--- config.mk ---
export PLATFORM = sky130hd
export DESIGN_NAME = term_reload_counter
export DESIGN_NICKNAME = d
export VERILOG_FILES = /design/src/rtl/trc_pkg.sv /design/src/rtl/tog_counter.sv /design/src/rtl/term_detect.sv /design/src/rtl/term_reload_counter.sv
export SDC_FILE = /design/constraint.sdc
export NUM_CORES = 1
export LEC_CHECK = 0
export BUFFER_PORTS_ARGS = -buffer_cell sky130_fd_sc_hd__buf_4
export CAP_MARGIN = 10
export CORE_AREA = 2 2 39 41
export DETAILED_ROUTE_END_ITERATION = 16
export DIE_AREA = 0 0 41 43
export PLACE_DENSITY_LB_ADDON = 0.12
export SKIP_CTS_REPAIR_TIMING = 1
export SLEW_MARGIN = 20
export SYNTH_ARGS = -nofsm -noshare
export SYNTH_HDL_FRONTEND = slang
export SYNTH_SLANG_ARGS = --single-unit
--- constraint.sdc ---
create_clock -name clk -period 1.7 [get_ports clk]
set_clock_uncertainty 0.05 [all_clocks]
set_input_delay 0.17 -clock clk [delete_from_list [all_inputs] [get_ports clk]]
set_output_delay 0.17 -clock clk [all_outputs]
set_load 0.05 [all_outputs]
--- src/rtl/trc_pkg.sv ---
package trc_pkg;
  localparam int unsigned CNT_W = 4;
endpackage

--- src/rtl/tog_counter.sv ---
module tog_counter #(
  parameter int unsigned W = trc_pkg::CNT_W
) (
  input  logic         clk,
  input  logic         aclr_n,
  input  logic         en,
  input  logic         ld,
  input  logic [W-1:0] d,
  output logic [W-1:0] q,
  output logic         co
);
  // toggle chain: bit i flips when enable and all lower bits are 1
  logic [W:0]   tgl;
  logic [W-1:0] nxt;

  assign tgl[0] = en;
  generate
    for (genvar i = 0; i < W; i++) begin : g_chain
      assign tgl[i+1] = tgl[i] & q[i];
    end
  endgenerate

  always_comb begin
    if (ld) nxt = d;
    else    nxt = q ^ tgl[W-1:0];
  end

  always_ff @(posedge clk or negedge aclr_n) begin
    if (!aclr_n) q <= '0;
    else         q <= nxt;
  end

  assign co = tgl[W];

  p_hold_r2: assert property (@(posedge clk) disable iff (!aclr_n)
    (!ld && !en) |=> $stable(q));
  p_step_r3: assert property (@(posedge clk) disable iff (!aclr_n)
    (!ld && en) |=> (q == W'($past(q) + 1'b1)));
  p_load_r4: assert property (@(posedge clk) disable iff (!aclr_n)
    ld |=> (q == $past(d)));
endmodule

--- src/rtl/term_detect.sv ---
module term_detect #(
  parameter int unsigned W    = trc_pkg::CNT_W,
  parameter int unsigned TERM = 14
) (
  input  logic [W-1:0] cnt,
  input  logic         en,
  output logic         hit
);
  localparam logic [W-1:0] TERM_V = TERM[W-1:0];
  assign hit = (cnt == TERM_V) && en;
endmodule

--- src/rtl/term_reload_counter.sv ---
module term_reload_counter #(
  parameter int unsigned W     = trc_pkg::CNT_W,
  parameter int unsigned START = 9,
  parameter int unsigned TERM  = 14
) (
  input  logic         clk,
  input  logic         rst,
  input  logic         en,
  output logic [W-1:0] count,
  output logic         carry,
  output logic         tc
);
  localparam logic [W-1:0] START_V = START[W-1:0];
  localparam logic [W-1:0] ALL1    = {W{1'b1}};

  logic ld;

  term_detect #(.W(W), .TERM(TERM)) i_det (
    .cnt (count),
    .en  (en),
    .hit (tc)
  );

  // reset and terminal reload share the synchronous load path
  assign ld = rst | tc;

  tog_counter #(.W(W)) i_cnt (
    .clk    (clk),
    .aclr_n (1'b1),
    .en     (en),
    .ld     (ld),
    .d      (START_V),
    .q      (count),
    .co     (carry)
  );

  p_reset_r1: assert property (@(posedge clk)
    rst |=> (count == START_V));
  p_reload_r4: assert property (@(posedge clk) disable iff (rst)
    tc |=> (count == START_V));
  p_carry_r6: assert property (@(posedge clk) disable iff (rst)
    carry |-> (count == ALL1 && en));
  p_wrap_r7: assert property (@(posedge clk) disable iff (rst)
    (en && !tc && count == ALL1) |=> (count == '0));
endmodule

==> Word level (Yosys, flattened, before mapping) <==
Index checks and enable logic that the tools add are counted.
{ "classes": {"mux": 0, "reduce_logical": 1, "n_addsub": 0, "n_bitwise": 6, "magnitude_cmp": 0, "eq_ne": 1, "shifts": 0, "n_div": 0, "n_mul": 0} }
{ "ops": {"columns": ["operator", "n"], "rows": [
  ["AND 1 bit", 4],
  ["equality test 4 bit (second input constant)", 1],
  ["XOR 4 bit", 1],
  ["logical AND 1 bit", 1],
  ["OR 1 bit", 1]
]} }
{ "word_totals": {"n_memories": 0, "ram_bits": 0, "output_inout_bits": 6, "register_bits": 4, "input_bits": 3, "latchBits": 0, "mem_bits_ro": 0} }

==> Logic depth before layout (Yosys ltp) <==
Gate-level depths: netlist (run 1).
{ "depth": {"depth_word": 4, "ltp_mapped": 6} }

==> Modules after synthesis <==
A second synthesis (run 1) with hierarchy kept.
{ "hier_totals": {"hier_cells": 17, "area_unflattened_um2": 219.0} }
{ "modules_own_cells": {"columns": ["mod", "n_inst", "cells_per_inst", "seq_area_each_um2", "area_per_inst_um2"], "rows": [
  ["tog_counter", 1, 12, 100.1, 195.2],
  ["term_reload_counter", 1, 3, 0.0, 13.8],
  ["term_detect", 1, 2, 0.0, 10.0]
]} }

==> Worst setup path after synthesis (run 1) <==
Ideal clock, no wire load.
{ "synth_timing": {"kind": "flip-flop to output port", "from": "reg i_cnt.q[0]", "to": "out carry", "required_ns": 1.480, "path_buffers": 0, "arrival_ns": 1.580, "path_stages_with_launch": 5, "slack_ns": -0.100, "cell_sequence": "dfxtp_1 > ha_1 > ha_1 > ha_1 > ha_1"} }
{ "synth_between": {"elab_chain_cells": 4} }
{ "synth_rtl": {"columns": ["item", "line", "text"], "rows": [
  ["start: declaration", "tog_counter.sv:9", "output logic [W-1:0] q,"],
  ["start signal: assignment", "tog_counter.sv:30", "else q <= nxt;"],
  ["AND 1 bit (4 in series)", "tog_counter.sv:19", "assign tgl[i+1] = tgl[i] & q[i];"],
  ["end: declaration", "term_reload_counter.sv:10", "output logic carry,"]
]} }
Every way passes these cells.

==> Final worst setup path (run 1) <==
Ends and elaborated chain as after synthesis.

==> results of run 1 <==
[layout make-up]
type,instances,share of cell area (%)
clock buffers,3,7.258
inverters,1,1.210
multi-input cells,13,38.71
flip-flops and latches,4,25.81
well taps,16,6.452
repair buffers,8,20.56
[kinds of logic after synthesis]
group	synth area share [%]
AOI/OAI and AO/OA	15.09
adders and majority gates	25.16
buffers and inverters	1.885
DFF	40.25
and+or+nand+nor	17.61
[cell usage in the layout (no fill, tap or decap)]
master    n
buf_4     7
dfxtp_1   4
ha_1      3
clkbuf_4  3
nor2_1    2
o21ai_0   2
o211a_1   2
nand2b_4  1
nand3_2   1
nor2_2    1
inv_1     1
ha_2      1
buf_6     1
[final timing paths]
path	from	depth (start not counted)	endpoint	slack, ns
setup / recovery	i_cnt.q[0]$_SDFF_PP1_	5	carry	0.07
hold / removal	rst	3	i_cnt.q[3]$_SDFF_PP1_	0.10
setup reg to reg	i_cnt.q[0]$_SDFF_PP1_	6	i_cnt.q[3]$_SDFF_PP1_	0.29
hold reg to reg	i_cnt.q[2]$_SDFF_PP0_	2	i_cnt.q[3]$_SDFF_PP1_	0.52
[layer usage]
layer	GRT usage, %	part of all wire (%)
met1	5.145	43
met2	7.187	46
met3	6.806	9.8
met4	4.000	0
met5	0	0
[per-stage QoR]
| stage | worst slack [ns] | area [sq um] |
|---|---|---|
| after floorplan | 0.006921 | 203.9 |
| after global placement | 0.2828 | 284.0 |
| after detailed placement | 0.2723 | 284.0 |
| after CTS | 0.01545 | 306.5 |
| after global routing | 0.01218 | 310.3 |
| final | 0.07174 | 310.3 |
[power by group]
part | leakage, uW | internal [uW] | switching (uW)
Combinational | 0.000113 | 26.3 | 44.9
Clock | 0.0000138 | 78.9 | 37.5
Sequential | 0.0000329 | 103 | 8.29
[worst max-delay path, cell delays in order (launching register included)]
cell	delay, ns
dfxtp_1	0.31
ha_1	0.18
ha_1	0.18
ha_1	0.18
ha_2	0.17
buf_6	0.15
==> qor.yml, run 1 <==
logic_synthesis:
  postSynthCellCount: 18
  yosysWarningCount: 0
  synth_edf_count: 0
  syn-num-nets: 25
  synth_area_leader_cell: "dfxtp_1"
  synth-seq-area-share_pct: 40.25
  synthesis.area_sq_um: 198.9
  netlist_top_cells_area: "dfxtp_1, ha_1, o211a_1"
  async_reset_ff_share_pct: 0
  synthTopCellsByCount: "dfxtp_1, ha_1, nor2_1, o211a_1, o21ai_0"
  synth_ff_type: "dfxtp_1"
  synth-seq-cells: 4
  yosysUniqueCellTypes: 8
  postSynthAreaPerCell_sq_um: 11.05
  synth_top_area_share_pct: 40.25
outcome:
  status: "finished clean"
final_layout:
  fin_nets: 38
  n_antenna_cell: 0
  largest_reg_flops: 4
  multi_input_area_sq_um: 120.1
  seqCellArea_sq_um: 80.08
  top_regs: "i_cnt.q (4)"
  areaGrowthSynthToFinish_pct: 55.97
  post-route-util_pct: 22.42
  num-fill-cells: 153
  largest_register: "i_cnt.q"
  drive_gt1_share_pct: 51.72
  stdcell_count: 45
place:
  hpwl_microns: 328.6
  dp.cells: 42
  gp_congestion: 0.7500
  io_buffer_count: 8
worst_setup_path:
  arrival_ns: 1.41
  cp-end-kind: "primary output"
  startpoint_type: "flip-flop"
  critPathKind: "flip-flop to primary output"
  critPathRequiredTime_ns: 1.48
  path_max_fanout: 3
grt:
  grt_antenna_before_repair: 0
  track_usage_pct: 5.823
  grt_pass1_wl_microns: 627
  grt_pass1_vias: 170
  grt_max_degree: 6
  grt-ovfl-total: 0
run:
  maxCapViolCount: 0
pwr:
  power.total_uw: 298.6
  ir_drop_mv: 0.4453
  p_per_area_mw_per_mm2: 962.2
  p_leak_uw: 0.0001598
floorplanning:
  die_area_sq_mm: 0.001763
  die_h_microns: 43
  rows: 14
  num_io_pins: 9
  coreArea_sq_mm: 0.001384
  start_util_pct: 14.38
  die_w_microns: 41
cts:
  cts_tree: "yes"
  cts_buffers: 3
  cts_sinks: 4
  clk_pin_slew_ns: 0.04
  cts.htree.levels: 1
  clk_latency_ns: 0.23
  cts_root_buffer: "clkbuf_4"
  cts_buffer_depth: 2
sta:
  whs_ns: 0.1040
  slew_headroom_pct: 88.67
  finalMaxSlewViolations: 0
  max_freq_mhz: 614.2
  setup_violations: 0
  fin_crit_sh_pct: 95.78
  worst_pin_slew_ns: 0.1697
  period_minus_slack_ns: 1.628
  hold_viol_final: 0
  final.setup.tns_ns: 0
  rsz0062_at_grt: "false"
min_path:
  hp-class: "input port to flip-flop"
routing:
  drtPass1Iterations: 1
  drt-initial-drc-count: 0
  final_antenna_net_count: 0
  drc: 0
  via_per_inst: 3.867
  drt-wirelength-per-cell_microns: 8.800
  routed_wl_microns: 396
  num_vias: 174
(Power assumes the default switching activity.)
==> run 2: changes to the inputs <==
SYNTH_HIERARCHICAL = 1   (was unset)
==> qor.yml, run 2 <==
sta:
  final.setup.tns_ns: 0  # unchanged
  hold_viol_final: 0  # unchanged
  setup_violations: 0  # unchanged
  fin_crit_sh_pct: 97.15  # +1.4 points
  rsz0062_at_grt: "false"
  finalMaxSlewViolations: 0  # unchanged
  setup_slack_ns: 0.04851  # -0.02324 ns
  max_freq_mhz: 605.5  # -1.4%
  period_minus_slack_ns: 1.651  # +0.02324 ns
run:
  maxCapViolCount: 0  # unchanged
grt:
  grt_pass1_wl_microns: 676  # +7.8%
  grt-ovfl-total: 0  # unchanged
  grt_pass1_vias: 170  # unchanged
  grt_antenna_before_repair: 0  # unchanged
  track_usage_pct: 6.841  # +1.0 points
  grt_max_degree: 5  # -1
worst_setup_path:
  cp_slowest_stage_delay_ns: 0.42  # +0.11 ns
  crit_chain: "ha_4 > ha_4 > ha_4 > ha_4 > buf_8"
  arrival_ns: 1.43  # +0.02 ns
  path_max_fanout: 3  # unchanged
  cp-end-kind: "primary output"
  startpoint_type: "flip-flop"
  reg2reg_to: "i_cnt/q[3]$_DFF_PN0_"
  critPathKind: "flip-flop to primary output"
  cpMaxStageDelayCell: "dfrtp_2"
  rrSetupSlack_ns: 0.19  # -0.10 ns
  reg2reg_from: "i_cnt/q[0]$_DFF_PN0_"
  critPathRequiredTime_ns: 1.48  # about the same
  r2r.worst_path.cells: 5  # -1
  worst_path_most_repeated_cell: "ha_4"
pwr:
  ir_drop_mv: 0.2513  # -44%
  p_leak_uw: 0.0001906  # +19%
  p_per_area_mw_per_mm2: 1094  # +14%
routing:
  routed_wl_microns: 477  # +20%
  num_vias: 181  # +4.0%
  drt-wirelength-per-cell_microns: 9.353  # +6.3%
  drc: 0  # unchanged
  via_per_inst: 3.549  # -8.2%
  final_antenna_net_count: 0  # unchanged
  drt-initial-drc-count: 0  # unchanged
  drtPass1Iterations: 1  # unchanged
min_path:
  hold_end: "i_cnt/q[0]$_DFF_PN0_"
  hp-start: "en"
  hp-class: "input port to flip-flop"
  holdPathStages: 3  # unchanged
cts:
  clk_latency_ns: 0.24  # about the same
  cts_buffer_depth: 2  # unchanged
  clk_pin_slew_ns: 0.04  # about the same
  cts.htree.levels: 1  # unchanged
  cts_sinks: 4  # unchanged
  cts_buffers: 3  # unchanged
  cts_tree: "yes"
  cts_root_buffer: "clkbuf_4"
place:
  gp_congestion: 0.6216  # -17%
  place_ws_ns: 0.09385  # -0.1784 ns
  placed_area_sq_um: 361.6  # +27%
  io_buffer_count: 8  # unchanged
  hpwl_microns: 347.1  # +5.6%
final_layout:
  n_antenna_cell: 0  # unchanged
  largest_reg_flops: 4  # unchanged
  final_cell_mix: "conb_1, buf_4, ha_4, dfrtp_2, clkbuf_4"
  areaGrowthSynthToFinish_pct: 97.14
  finalInstanceArea_sq_um: 431.7  # +39%
  top_regs: "i_cnt/q (4)"
  fin_nets: 44  # +16%
  post-route-util_pct: 31.19  # +8.8 points
  largest_register: "i_cnt/q"
  drive_gt1_share_pct: 74.29  # +23 points
logic_synthesis:
  postSynthCellCount: 17  # -1
  synthesis.area_sq_um: 219.0  # +10%
  synth_top_area_share_pct: 45.71  # +5.5 points
  postSynthAreaPerCell_sq_um: 12.88  # +17%
  synth_edf_count: 0  # unchanged
  netlist_top_cells_area: "dfrtp_1, ha_1, mux2_2"
  async_reset_ff_share_pct: 100.0  # +100 points
  synth-seq-cells: 4  # unchanged
  synth-seq-area-share_pct: 45.71  # +5.5 points
  yosysUniqueCellTypes: 7  # -1
  synth_ff_type: "dfrtp_1"
  synthTopCellsByCount: "dfrtp_1, ha_1, mux2_2, conb_1"
  yosysWarningCount: 6  # +6
  synth_area_leader_cell: "dfrtp_1"
floorplanning:
  coreArea_sq_mm: 0.001384  # unchanged
  die_area_sq_mm: 0.001763  # unchanged
  start_util_pct: 15.82  # +1.4 points
  num_io_pins: 9  # unchanged
  rows: 14  # unchanged
  die_h_microns: 43  # unchanged
  die_w_microns: 41  # unchanged
outcome:
  status: "finished clean"
run 2: worst max path at each step:
stage	from	end	slack [ns]
floorplan	i_cnt/q[0]$_DFF_PN0_	i_cnt/q[3]$_DFF_PN0_	-0.01
global placement	i_cnt/q[0]$_DFF_PN0_	i_cnt/q[3]$_DFF_PN0_	0.09
detailed placement	i_cnt/q[0]$_DFF_PN0_	i_cnt/q[3]$_DFF_PN0_	0.09
CTS	i_cnt/q[0]$_DFF_PN0_	carry	-0.05
global route	i_cnt/q[0]$_DFF_PN0_	carry	0.0003
finish	i_cnt/q[0]$_DFF_PN0_	carry	0.05
run 2: critical path: cells and delay by family (launching register included):
| family | cells | cell delay (ns) |
|---|---|---|
| buf+inv | 1 | 0.14 |
| fa+ha+maj | 4 | 0.63 |
| flops | 1 | 0.42 |
run 2: layout make-up:
class                           count  area, sq um
Timing Repair Buffer                9        75.07
Clock buffer                        3        22.52
Fill cell                         152        952.2
Tap cell                           16        20.02
Multi-Input combinational cell     19        209.0
Sequential cell                     4        105.1
run 2: kinds of logic (layout without fill, tap and decap cells):
kind of cell             after synthesis  in the layout  share of synthesized area (%)
adder cells (fa/ha/maj)                4              4                          22.86
buffers and inverters                  0             12                              0
flip-flops                             4              4                          45.72
multiplexers                           4              4                          20.57
other                                  2              8                          3.430
AND/OR/NAND/NOR                        3              3                          7.431
run 2: layer usage:
metal	wire (microns)	vias to the layer above	GRT usage, %	part of all wire, %
met4	23	0	4.000	4.8
met5	0	-	0	0
li1	-	88	-	-
met2	263	6	9.063	55
met1	141	82	4.854	30
met3	48	5	9.424	10
run 2: power breakdown:
part           switching (uW)  internal (uW)  total, uW  leakage [uW]
combinational             119           88.3        207      0.000134
sequential               26.7            119        146     0.0000426
clock                    40.3           79.0        119     0.0000138
run 2: per-stage QoR:
step                      hold WS [ns]  instances  total power [uW]
after floorplan                 0.3704         23             273.3
after global placement          0.4889         47             324.5
after detailed placement        0.4932         47             326.6
after CTS                       0.2423         50             449.3
after global routing            0.2344         51             510.6
final                           0.2436         51             472.4
